==> config.mk <==
export PLATFORM = sky130hd
export DESIGN_NAME = lp_power_ctrl
export DESIGN_NICKNAME = d
export VERILOG_FILES = /design/src/rtl/lp_pkg.sv /design/src/rtl/lp_rst_qual.sv /design/src/rtl/lp_ctrl.sv /design/src/rtl/lp_datapath.sv /design/src/rtl/lp_power_ctrl.sv
export SDC_FILE = /design/constraint.sdc
export NUM_CORES = 1
export LEC_CHECK = 0
export BUFFER_PORTS_ARGS = -buffer_cell sky130_fd_sc_hd__buf_2
export CORE_ASPECT_RATIO = 1.4
export CORE_MARGIN = 8
export CORE_UTILIZATION = 45
export DETAILED_ROUTE_END_ITERATION = 8
export GPL_ROUTABILITY_DRIVEN = 0
export PLACE_DENSITY_LB_ADDON = 0.12
export SLEW_MARGIN = 25
export SYNTH_ARGS = -nofsm -noshare
export SYNTH_HDL_FRONTEND = slang
export SYNTH_SLANG_ARGS = --single-unit
==> constraint.sdc <==
create_clock -name clk -period 1.5 [get_ports clk]
set_input_delay 0.45 -clock clk [delete_from_list [all_inputs] [get_ports clk]]
set_output_delay 0.45 -clock clk [all_outputs]
set_load 0.01 [all_outputs]
==> src/rtl/lp_pkg.sv <==
package lp_pkg;

  typedef enum logic [1:0] {
    ST_RUN   = 2'd0,
    ST_IDLE  = 2'd1,
    ST_PDOWN = 2'd2,
    ST_WAKE  = 2'd3
  } lpState_t;

  // Strobes from the sequencer to the pin/enable datapath
  typedef struct packed {
    logic cpuRun;
    logic perRun;
    logic oscRun;
    logic pinHold;
    logic holdHigh;
    logic blockSet;
    logic blockClr;
  } lpStrobe_t;

endpackage

==> src/rtl/lp_rst_qual.sv <==
module lp_rst_qual #(
  parameter int CLKS_PER_MC = 12,
  parameter int RST_MCS     = 2
) (
  input  logic clk,
  input  logic porN,
  input  logic rstPin,
  input  logic qualEn,
  output logic sysRst
);
  localparam int RST_LEN = CLKS_PER_MC * RST_MCS;
  localparam int CNT_W   = $clog2(RST_LEN + 1);

  logic [CNT_W-1:0] highCnt;

  always_ff @(posedge clk or negedge porN) begin
    if (!porN) begin
      highCnt <= '0;
    end else if (!qualEn || !rstPin) begin
      highCnt <= '0;
    end else if (highCnt != CNT_W'(RST_LEN)) begin
      highCnt <= highCnt + 1'b1;
    end
  end

  assign sysRst = (highCnt == CNT_W'(RST_LEN));

  // a low sample removes reset at the following edge
  p_low_drops_reset_r5: assert property (@(posedge clk) disable iff (!porN)
    !rstPin |=> !sysRst);

  // reset only appears after a high sample
  p_rise_after_high_r5: assert property (@(posedge clk) disable iff (!porN)
    $rose(sysRst) |-> $past(rstPin));

  // no filtering while the oscillator is not stable
  p_no_count_unstable_r9: assert property (@(posedge clk) disable iff (!porN)
    !qualEn |=> !sysRst);

endmodule

==> src/rtl/lp_ctrl.sv <==
module lp_ctrl
  import lp_pkg::*;
#(
  parameter int STAB_CYCLES = 64
) (
  input  logic      clk,
  input  logic      porN,
  input  logic      rstPin,
  input  logic      idleReq,
  input  logic      pdReq,
  input  logic      irqPending,
  input  logic      sysRst,
  output logic      qualEn,
  output lpStrobe_t strobes
);
  lpState_t state, stateNxt;
  logic     stabDone;

  generate
    if (STAB_CYCLES == 0) begin : g_noStab
      assign stabDone = 1'b1;
    end else begin : g_stab
      localparam int STAB_W = $clog2(STAB_CYCLES + 1);
      logic [STAB_W-1:0] stabCnt;

      always_ff @(posedge clk or negedge porN) begin
        if (!porN) begin
          stabCnt <= '0;
        end else if (state != ST_WAKE) begin
          stabCnt <= '0;
        end else if (stabCnt != STAB_W'(STAB_CYCLES)) begin
          stabCnt <= stabCnt + 1'b1;
        end
      end

      assign stabDone = (stabCnt == STAB_W'(STAB_CYCLES));
    end
  endgenerate

  always_comb begin
    stateNxt = state;
    unique case (state)
      ST_RUN: begin
        if (!sysRst) begin
          if (pdReq)        stateNxt = ST_PDOWN;
          else if (idleReq) stateNxt = ST_IDLE;
        end
      end
      ST_IDLE:  if (rstPin || irqPending) stateNxt = ST_RUN;
      ST_PDOWN: if (rstPin)               stateNxt = ST_WAKE;
      ST_WAKE: begin
        if (!rstPin)     stateNxt = ST_PDOWN;
        else if (sysRst) stateNxt = ST_RUN;
      end
      default: stateNxt = ST_RUN;
    endcase
  end

  always_ff @(posedge clk or negedge porN) begin
    if (!porN) state <= ST_RUN;
    else       state <= stateNxt;
  end

  assign qualEn = (state == ST_RUN) || (state == ST_IDLE) ||
                  ((state == ST_WAKE) && stabDone);

  always_comb begin
    strobes.cpuRun   = (state == ST_RUN);
    strobes.perRun   = (state == ST_RUN) || (state == ST_IDLE);
    strobes.oscRun   = (state != ST_PDOWN);
    strobes.pinHold  = (state != ST_RUN);
    strobes.holdHigh = (state == ST_IDLE);
    strobes.blockSet = (state == ST_IDLE) && rstPin;
    strobes.blockClr = !rstPin;
  end

  // a pending interrupt ends idle at the next edge
  p_idle_irq_wake_r3: assert property (@(posedge clk) disable iff (!porN)
    (state == ST_IDLE) && irqPending |=> (state == ST_RUN));

  // power-down is held without a reset pin sample
  p_pd_needs_pin_r4: assert property (@(posedge clk) disable iff (!porN)
    (state == ST_PDOWN) && !rstPin |=> (state == ST_PDOWN));

  // the core cannot resume before the settling count
  p_no_early_run_r9: assert property (@(posedge clk) disable iff (!porN)
    (state == ST_WAKE) && !stabDone |=> (state != ST_RUN));

  // requests are ignored while reset is in control
  p_req_in_reset_r10: assert property (@(posedge clk) disable iff (!porN)
    (state == ST_RUN) && sysRst |=> (state == ST_RUN));

endmodule

==> src/rtl/lp_datapath.sv <==
module lp_datapath
  import lp_pkg::*;
(
  input  logic      clk,
  input  logic      porN,
  input  lpStrobe_t strobes,
  input  logic      extExec,
  output logic      cpuClkEn,
  output logic      perClkEn,
  output logic      oscEn,
  output logic      pinOvrEn,
  output logic      aleLevel,
  output logic      psenLevel,
  output logic      p0Float,
  output logic      ramWrBlock
);
  logic blockFlag;

  always_ff @(posedge clk or negedge porN) begin
    if (!porN)                 blockFlag <= 1'b0;
    else if (strobes.blockSet) blockFlag <= 1'b1;
    else if (strobes.blockClr) blockFlag <= 1'b0;
  end

  assign cpuClkEn   = strobes.cpuRun;
  assign perClkEn   = strobes.perRun;
  assign oscEn      = strobes.oscRun;
  assign pinOvrEn   = strobes.pinHold;
  assign aleLevel   = strobes.pinHold && strobes.holdHigh;
  assign psenLevel  = strobes.pinHold && strobes.holdHigh;
  assign p0Float    = strobes.pinHold && extExec;
  assign ramWrBlock = blockFlag;

  // the block persists while the pin stays high
  p_block_holds_r8: assert property (@(posedge clk) disable iff (!porN)
    ramWrBlock && !strobes.blockClr |=> ramWrBlock);

  // the port is never released for internal execution
  p_float_ext_only_r7: assert property (@(posedge clk) disable iff (!porN)
    p0Float |-> extExec);

  // raised strobe levels only while the CPU clock is stopped
  p_levels_asleep_r6: assert property (@(posedge clk) disable iff (!porN)
    (aleLevel || psenLevel) |-> (pinOvrEn && !cpuClkEn));

endmodule

==> src/rtl/lp_power_ctrl.sv <==
module lp_power_ctrl
  import lp_pkg::*;
#(
  parameter int CLKS_PER_MC = 12,
  parameter int RST_MCS     = 2,
  parameter int STAB_CYCLES = 64
) (
  input  logic clk,
  input  logic porN,
  input  logic rstPin,
  input  logic idleReq,
  input  logic pdReq,
  input  logic irqPending,
  input  logic extExec,
  output logic cpuClkEn,
  output logic perClkEn,
  output logic oscEn,
  output logic pinOvrEn,
  output logic aleLevel,
  output logic psenLevel,
  output logic p0Float,
  output logic sysRst,
  output logic ramWrBlock
);
  lpStrobe_t strobes;
  logic      qualEn;

  lp_rst_qual #(.CLKS_PER_MC(CLKS_PER_MC), .RST_MCS(RST_MCS)) i_qual (
    .clk(clk), .porN(porN), .rstPin(rstPin), .qualEn(qualEn), .sysRst(sysRst)
  );

  lp_ctrl #(.STAB_CYCLES(STAB_CYCLES)) i_ctrl (
    .clk(clk), .porN(porN), .rstPin(rstPin), .idleReq(idleReq), .pdReq(pdReq),
    .irqPending(irqPending), .sysRst(sysRst), .qualEn(qualEn), .strobes(strobes)
  );

  lp_datapath i_dp (
    .clk(clk), .porN(porN), .strobes(strobes), .extExec(extExec),
    .cpuClkEn(cpuClkEn), .perClkEn(perClkEn), .oscEn(oscEn),
    .pinOvrEn(pinOvrEn), .aleLevel(aleLevel), .psenLevel(psenLevel),
    .p0Float(p0Float), .ramWrBlock(ramWrBlock)
  );

endmodule

==> results of run 1 <==
-- final timing paths --
path | start | to | slack [ns]
max | i_qual.highCnt[0]$_DFFE_PN0P_ | sysRst | -0.16
min | porN | i_ctrl.g_stab.stabCnt[4]$_DFFE_PN0P_ | 0.05
max reg2reg | i_qual.highCnt[0]$_DFFE_PN0P_ | i_ctrl.state[0]$_DFFE_PN0P_ | 0.07
min reg2reg | i_dp.ramWrBlock$_DFFE_PN0P_ | i_dp.ramWrBlock$_DFFE_PN0P_ | 0.51
max in group asynchronous | porN | i_qual.highCnt[0]$_DFFE_PN0P_ | 1.18
min in group clk | pdReq | i_ctrl.state[1]$_DFFE_PN0P_ | 0.46
-- cells in the final DEF, fill, tap and decap left out, types with 2 or more instances in the layout --
cell type	n
sky130_fd_sc_hd__nand2_1	7
sky130_fd_sc_hd__a21oi_1	5
sky130_fd_sc_hd__buf_2	7
sky130_fd_sc_hd__clkbuf_4	3
sky130_fd_sc_hd__or3_1	2
sky130_fd_sc_hd__xor2_1	4
sky130_fd_sc_hd__o21ai_0	2
sky130_fd_sc_hd__inv_1	5
sky130_fd_sc_hd__nor3_2	2
sky130_fd_sc_hd__ha_1	4
sky130_fd_sc_hd__buf_6	10
sky130_fd_sc_hd__nand3_1	8
sky130_fd_sc_hd__buf_4	16
sky130_fd_sc_hd__a21oi_2	3
sky130_fd_sc_hd__dfrtp_1	15
sky130_fd_sc_hd__inv_2	4
sky130_fd_sc_hd__nor2_1	10
-- what timing repair did --
action,4_1_cts,5_1_grt
gates resized for setup,8,15
pin swaps,2,5
buffers inserted,5,7
endpoints found under the setup margin,8,12
-- registers in the layout (all words and copies together), names as in the netlist --
register,cells
i_ctrl.g_stab.stabCnt,7
i_qual.highCnt,5
i_ctrl.state,2
i_dp.ramWrBlock,1
-- worst register-to-register path, stage by stage (launching register included) --
cell and delay, ns:
sky130_fd_sc_hd__dfrtp_1 0.39, sky130_fd_sc_hd__inv_2 0.06, sky130_fd_sc_hd__ha_1 0.14, sky130_fd_sc_hd__nand4b_1 0.14
sky130_fd_sc_hd__buf_4 0.16, sky130_fd_sc_hd__buf_4 0.15, sky130_fd_sc_hd__a32oi_1 0.18, sky130_fd_sc_hd__a21oi_1 0.10
-- metrics by stage --
step | setup TNS, ns | utilization | hold WS (ns) | worst slack (ns) | cells
2_1_floorplan | 0 | - | 0.154 | 0.0506 | 90
3_3_place_gp | 0 | 0.563 | 0.376 | 0.102 | 130
3_5_place_dp | 0 | 0.563 | 0.380 | 0.0895 | 130
4_1_cts | -0.876 | 0.612 | 0.0703 | -0.148 | 139
5_1_grt | -0.813 | 0.672 | 0.0764 | -0.234 | 144
6_report | -0.473 | 0.672 | 0.0526 | -0.162 | 144
-- per-layer routing --
metal | wire length, um | track usage | vias up | share of wire
met4 | 78 | 0.0682 | 0 | 0.038
met5 | 0 | 0 | - | 0
met2 | 1210 | 0.231 | 11 | 0.58
met1 | 715 | 0.102 | 367 | 0.35
li1 | - | - | 370 | -
met3 | 67 | 0.0286 | 9 | 0.032
-- power by group --
| group | internal, mW | leakage (nW) | switching [mW] |
|---|---|---|---|
| logic | 0.261 | 0.346 | 0.241 |
| registers | 0.449 | 0.200 | 0.0325 |
| clock network | 0.103 | 0.0150 | 0.134 |
| total | 0.813 | 0.561 | 0.407 |
-- cell families after synthesis --
kind of cell / after synthesis / synth area share
buffers and inverters: 12 / 0.0593
adders and majority gates: 4 / 0.0593
AOI/OAI and AO/OA: 15 / 0.131
DFF: 15 / 0.445
xor gates and xnor gates: 5 / 0.0519
and+or+nand+nor: 38 / 0.242
muxes: 1 / 0.0119
-- area by class of cell --
cell class,instances,area [um^2],share of cell area
multi-input cells,63,452,0.383
flip-flops and latches,15,375,0.318
repair buffers,33,268,0.227
inverters,9,33.8,0.0286
clock buffers,4,26.3,0.0223
well taps,20,25.0,0.0212
==> results.txt, run 1 <==
* Post-route worst setup slack: -0.162 ns
- Post-synth EDFFs: 0
- Start-to-end type of the worst setup path: flip-flop to primary output
- Relative to the synthesized area, the layout overhead comes to 39.9%.
* Seq/Total Area, Yosys: 0.445
- Worst-Skew Late Latency: 0.29 ns
* Die width: 52.6 um
* Synth Net Count: 101
- Across all layers, the routed design uses 757 vias.
* Required time reported for the critical path endpoint: 1.05 ns
- After layout, the minimum clock period comes to 1.66 ns.
- VDD sags by at most 0.646 mV.
* Unique masters post-synth: 28
- In this run the number of cells on the critical path is 5.
- Io pins: 16
- Clock Path Buffers: 2
- At the worst endpoint, the arrival time is 1.21 ns.
- Traced cell by cell, the critical path runs through inv_2 > ha_1 > nand4b_1 > inv_2 > buf_6.
- After the last flow step, the layout net total stands at 136.
- The number of antenna violations at the first check in global routing came to 0.
- On the worst path, the slowest cell contributes a delay of 0.39 ns.
* Slew Limit Fails: 0
- The initial utilization of the core area, before any placement, comes to 0.480.
- Derived from the worst setup path, the maximum achievable clock frequency is 602 MHz.
* Most numerous cell types in the synthesized netlist: sky130_fd_sc_hd__dfrtp_1 (15), sky130_fd_sc_hd__nor2_1 (11), sky130_fd_sc_hd__inv_1 (9), sky130_fd_sc_hd__nand3_1 (8)
- The first routing iteration left 9 violations.
* Tot Pwr: 1.22 mW
- Violated checks: setup timing
* CP Capture Type: primary output
- Portion of synthesized cell area occupied by the leading cell type: 0.445
* Cell type with the highest aggregate area in the netlist: sky130_fd_sc_hd__dfrtp_1
- In this design, the critical path's most frequently occurring cell is sky130_fd_sc_hd__inv_2.
- In the synthesized netlist the async set-or-reset flop fraction comes to 1.00.
- The floorplan step defined a core boundary enclosing 0.00176 mm^2.
- For this block, the routed nets add up to 2070 um of wire.
- TritonCTS clock tree: done
* Cell area after layout: 0.00118 mm^2
- In this run, synthesis produced a sequential element count of 15.
* Synthesis Warnings: 0
* Slowest-stage cell, CP: sky130_fd_sc_hd__dfrtp_1
- After clock tree synthesis, the clock-pin slew on the worst setup and hold paths is 0.10 ns.
- The floorplan step defined a die boundary enclosing 0.00353 mm^2.
- Setup repair after global routing could not meet its margin everywhere.
- Outcome: complete, but fails checks
* Headroom to the max-slew limit: 0.766
* Site Rows: 18
- Post-DRT Antenna Nets: 0
- At the pin with the least slew margin, the transition time is 0.351 ns.
- Yosys instantiated no cell more often than sky130_fd_sc_hd__dfrtp_1.
- Across the run, the number of max-cap violations was 0.
- Of the available clock period, the critical path in the final layout requires 1.11.
* Clock skew after layout: 0.00999 ns
- Together, buffers and inverters on the worst path number 3.
- Critical path startpoint category: flip-flop
* Total inserted antenna cells: 0
- Counting every sink on the clock net gives 15.
- Via density per instance: 5.26
* Synthesized area: 843 um^2
- Once placement finished, the instance area stood at 990 um^2.
* CTS H-tree lvls: 1
- In this run the clock root is driven by a sky130_fd_sc_hd__clkbuf_4.
- Each instance of the synthesized netlist takes up on average 9.37 um^2.
- Type of the tightest min-delay check: primary input to async pin
- Detailed-placement wirelength estimate: 1410 um
- Along the worst path, the maximum fanout reaches 2.
- After detailed routing, the number of remaining DRC violations is 0.
* Number of setup violations in the final report: 7
* Fillers: 139
- Port buffering added 15 buffers.
* Routed len/inst: 14.4 um
- Post-Synthesis Cells: 90
- By area the synthesized netlist is led by sky130_fd_sc_hd__dfrtp_1 (45%), sky130_fd_sc_hd__ha_1 (5.9%), sky130_fd_sc_hd__nor2_1 (4.9%), sky130_fd_sc_hd__nand3_1 (4.7%), sky130_fd_sc_hd__a21oi_1 (4.2%).
- Dominant delay contributor by cell family on the critical path: flip-flops
- Leakage dissipation: 0.561 nW
* Number of CTS-inserted buffers: 3
- Across every metal layer, demand over resource in global routing totals 0.118.
- The first global-routing pass estimated 3170 um of wire.
- The floorplan step set the die height to 67.2 um.
- Final count of hold timing violations: 0
- Hold buffer count at CTS: 0
- Summed over all layers, the global routing overflow is 0.
- Of the cells placed in the final design, the portion with a size suffix greater than 1 is 0.427.
- Power density over cell area: 1030 mW/mm^2
- The first TritonRoute pass finished after 4 iterations.
- Entering global routing, the biggest net connects 16 pins.
- Among all flip-flop cells after synthesis, the most frequent one is sky130_fd_sc_hd__dfrtp_1.
- The via count of the first global-routing pass came to 783.
- Cell depth of the worst flop-to-flop path: 7
(Power assumes the default switching activity.)
==> run 2, diff against run 1 <==
==> constraint.sdc (replaced) <==
create_clock -name clk -period 1.6 [get_ports clk]
set_input_delay 0.48 -clock clk [delete_from_list [all_inputs] [get_ports clk]]
set_output_delay 0.48 -clock clk [all_outputs]
set_load 0.01 [all_outputs]
==> results.txt, run 2 (synthesized netlist as in run 1, its figures left out) <==
- Register with the most flip-flops: i_ctrl.g_stab.stabCnt
- The worst hold margin was 0.0859 ns (+0.0333 ns).
- Wire length reported by the detailed router: 1940 um (-6.4%)
* Post-DRT Antenna Nets: 0 (unchanged)
- CTS H-tree lvls: 1 (unchanged)
* Accumulated negative setup slack: -0.175 ns (+0.297 ns)
- The largest registers in the layout are i_ctrl.g_stab.stabCnt (7), i_qual.highCnt (5), i_ctrl.state (2).
- Final worst path period need: 1.69 ns
- The count of buffering cells on the critical path with inverters included is 1 (-2).
* Cell total after placement: 126 (-3.1%)
- The number of CTS-inserted buffers is 3 (unchanged).
- The HPWL after detailed placement was 1350 um (-4.0%).
* Arr. time, crit path: 1.21 ns (about the same)
- The switching power share of the total was 0.335 (+0.00109).
- Violated checks: setup timing
* Worst path max stage delay: 0.40 ns (about the same)
- Chip Height: 67.2 um (unchanged)
* Non-filler cells, final: 140 (-2.8%)
- The clock latency at the later pin of the worst-skew pair came to 0.28 ns (about the same).
* Final count of hold timing violations: 0 (unchanged)
- Total inserted antenna cells: 0 (unchanged)
- Leading cell types in the layout, fill and taps excluded: sky130_fd_sc_hd__dfrtp_1 (15), sky130_fd_sc_hd__buf_4 (12), sky130_fd_sc_hd__nor2_1 (11)
- Total number of clock tree sinks: 15 (unchanged)
* Io pins: 16 (unchanged)
- Dominant delay contributor by cell family on the critical path: flip-flops
- The switching power summed over all nets was 0.363 mW (-11%).
- The flip-flop count of the largest register, all copies and words added came to 7 (unchanged).
* Buffer cell driving the clock tree root: sky130_fd_sc_hd__clkbuf_4
- The die footprint was 0.00353 mm^2 (unchanged).
- Outcome: complete, but fails checks
* Die width: 52.6 um (unchanged)
* Slew Limit Fails: 0 (unchanged)
* Maximum achievable frequency: 592 MHz
- Via density per instance: 5.22 (-0.68%)
* Number of port buffers: 15 (unchanged)
- Start-to-end type of the worst setup path: flip-flop to primary output
- The sequential fraction of design power was 0.427 (+0.033).
- TritonCTS built the clock tree.
* Peak fanout along the critical path: 3 (+1)
- Hold buffer count at CTS: 0 (unchanged)
- The first-pass GRT wire length came to 3180 um (+0.41%).
* Cell chain of the critical path: or2_4 > and2_1 > buf_2
- The portion of total power attributed to the clock network was 0.198 (+0.003).
- The slowest stage of the critical path is the sky130_fd_sc_hd__dfrtp_1 cell.
- Type of the tightest min-delay check: primary input to async pin
* Pin count of the biggest net entering global routing: 16 (unchanged)
- The starting utilization of the core area is 0.480 (unchanged).
- Critical path startpoint category: flip-flop
- The cell internal power dissipation was 0.721 mW (-11%).
* Clock skew after layout: 0.00541 ns (-0.00458 ns)
- The worst-case setup margin in the final layout is -0.0899 ns (+0.0723 ns).
- The count of maximum capacitance violations is 0 (unchanged).
- Max rail drop VDD: 0.629 mV (-2.7%)
- Post-route DRC: 0 (unchanged)
* Site Rows: 18 (unchanged)
- The leakage power is 0.541 nW (-3.5%).
- The overall overflow remaining after global route is 0 (unchanged).
- Headroom to the max-slew limit: 0.719 (-0.0463)
* Number of setup violations in the final report: 2 (-5)
* Area growth from synthesis to final layout: 34.6%
* Slew of the pin with the lowest slew margin: 0.419 ns (+0.0679 ns)
* Combinational share of power: 0.375 (-0.036)
- Initial antenna violation count: 0 (unchanged)
* Required time reported for the critical path endpoint: 1.12 ns (+0.07 ns)
- The number of nets in the finished design came to 132 (-2.9%).
- The iteration-0 DRC count of the detailed router is 13 (+4).
- Final critical-path share of the clock period: 1.06
- The placeable core area was 0.00176 mm^2 (unchanged).
* Count of vias placed by the detailed router: 731 (-3.4%)
* Routed len/inst: 13.8 um (-3.8%)
* Ratio of cells with drive above 1 in the final layout: 0.383 (-0.0441)
* Via count of the first global-routing pass: 755 (-3.6%)
- The global-route usage over all layers was 0.117 (-0.000542).
- The clock-pin slew on the worst setup and hold paths was 0.09 ns (about the same).
- The power per cell area is 955 mW/mm^2 (-7.6%).
- First-pass detailed-route iteration total: 4 (unchanged)
- The maximum count of clock buffers along a single path was 2 (unchanged).
* Setup repair after global routing missed its margin: true
* CP Capture Type: primary output
- The library cell used most frequently in the layout, excluding fill and tap cells, is sky130_fd_sc_hd__dfrtp_1.
[run 2: cell types whose count changed in the layout (fill, tap and decap cells not counted), moves of 2 or more]
| cell | previous run | this run |
|---|---|---|
| sky130_fd_sc_hd__buf_4 | 16 | 12 |
| sky130_fd_sc_hd__buf_2 | 7 | 10 |
| sky130_fd_sc_hd__buf_6 | 10 | 7 |
| sky130_fd_sc_hd__a21oi_1 | 5 | 7 |
| sky130_fd_sc_hd__a21oi_2 | 3 | 1 |
[run 2: through the flow]
step                setup slack, ns  power [mW]   util  instance area [um^2]
CTS                         -0.0940        1.00  0.580                  1020
global route                 -0.161        1.17  0.646                  1130
finish                      -0.0899        1.08  0.646                  1130
detailed placement            0.166       0.764  0.545                   957
global placement              0.188       0.751  0.545                   957
floorplan                    0.0614       0.657      -                   843
[run 2: timing repair]
action	in CTS	in global routing
setup buffers	3	7
endpoints found under the hold margin	0	0
gates resized for setup	5	13
pin swaps	2	2
endpoints found under the setup margin	7	8
[run 2: path summary, 6_finish.rpt]
path,startpoint,endpoint,depth (start not counted),slack [ns]
worst max-delay path,i_ctrl.state[1]$_DFFE_PN0P_,p0Float,3,-0.09
worst min-delay path,porN,i_ctrl.g_stab.stabCnt[2]$_DFFE_PN0P_,1,0.09
worst max register to register,i_qual.highCnt[1]$_DFFE_PN0P_,i_ctrl.state[1]$_DFFE_PN0P_,8,0.01
worst min register to register,i_dp.ramWrBlock$_DFFE_PN0P_,i_dp.ramWrBlock$_DFFE_PN0P_,2,0.49
max in group asynchronous,porN,i_qual.highCnt[0]$_DFFE_PN0P_,1,1.25
min in group clk,rstPin,i_dp.ramWrBlock$_DFFE_PN0P_,3,0.49
[run 2: layout make-up]
type | instances | area [um^2]
clock buffer | 4 | 26.3
inverter | 9 | 33.8
multi-input combinational | 63 | 455
sequential | 15 | 375
fill | 150 | 622
timing repair buffer | 29 | 219
tap | 20 | 25.0
[run 2: power by group through the flow]
stage / clock (mW) / combinational [mW] / sequential (mW)
2_1_floorplan: 0 / 0.199 / 0.458
3_3_place_gp: 0 / 0.285 / 0.466
3_5_place_dp: 0 / 0.296 / 0.468
4_1_cts: 0.225 / 0.317 / 0.462
5_1_grt: 0.244 / 0.455 / 0.470
6_report: 0.215 / 0.406 / 0.463
[run 2: metal layers]
metal / global-route usage / vias to the layer above / wire length, um
met5: 0 / - / 0
met4: 0.0584 / 0 / 28
met3: 0.0286 / 4 / 38
met2: 0.216 / 9 / 1140
met1: 0.117 / 353 / 730
li1: - / 365 / -
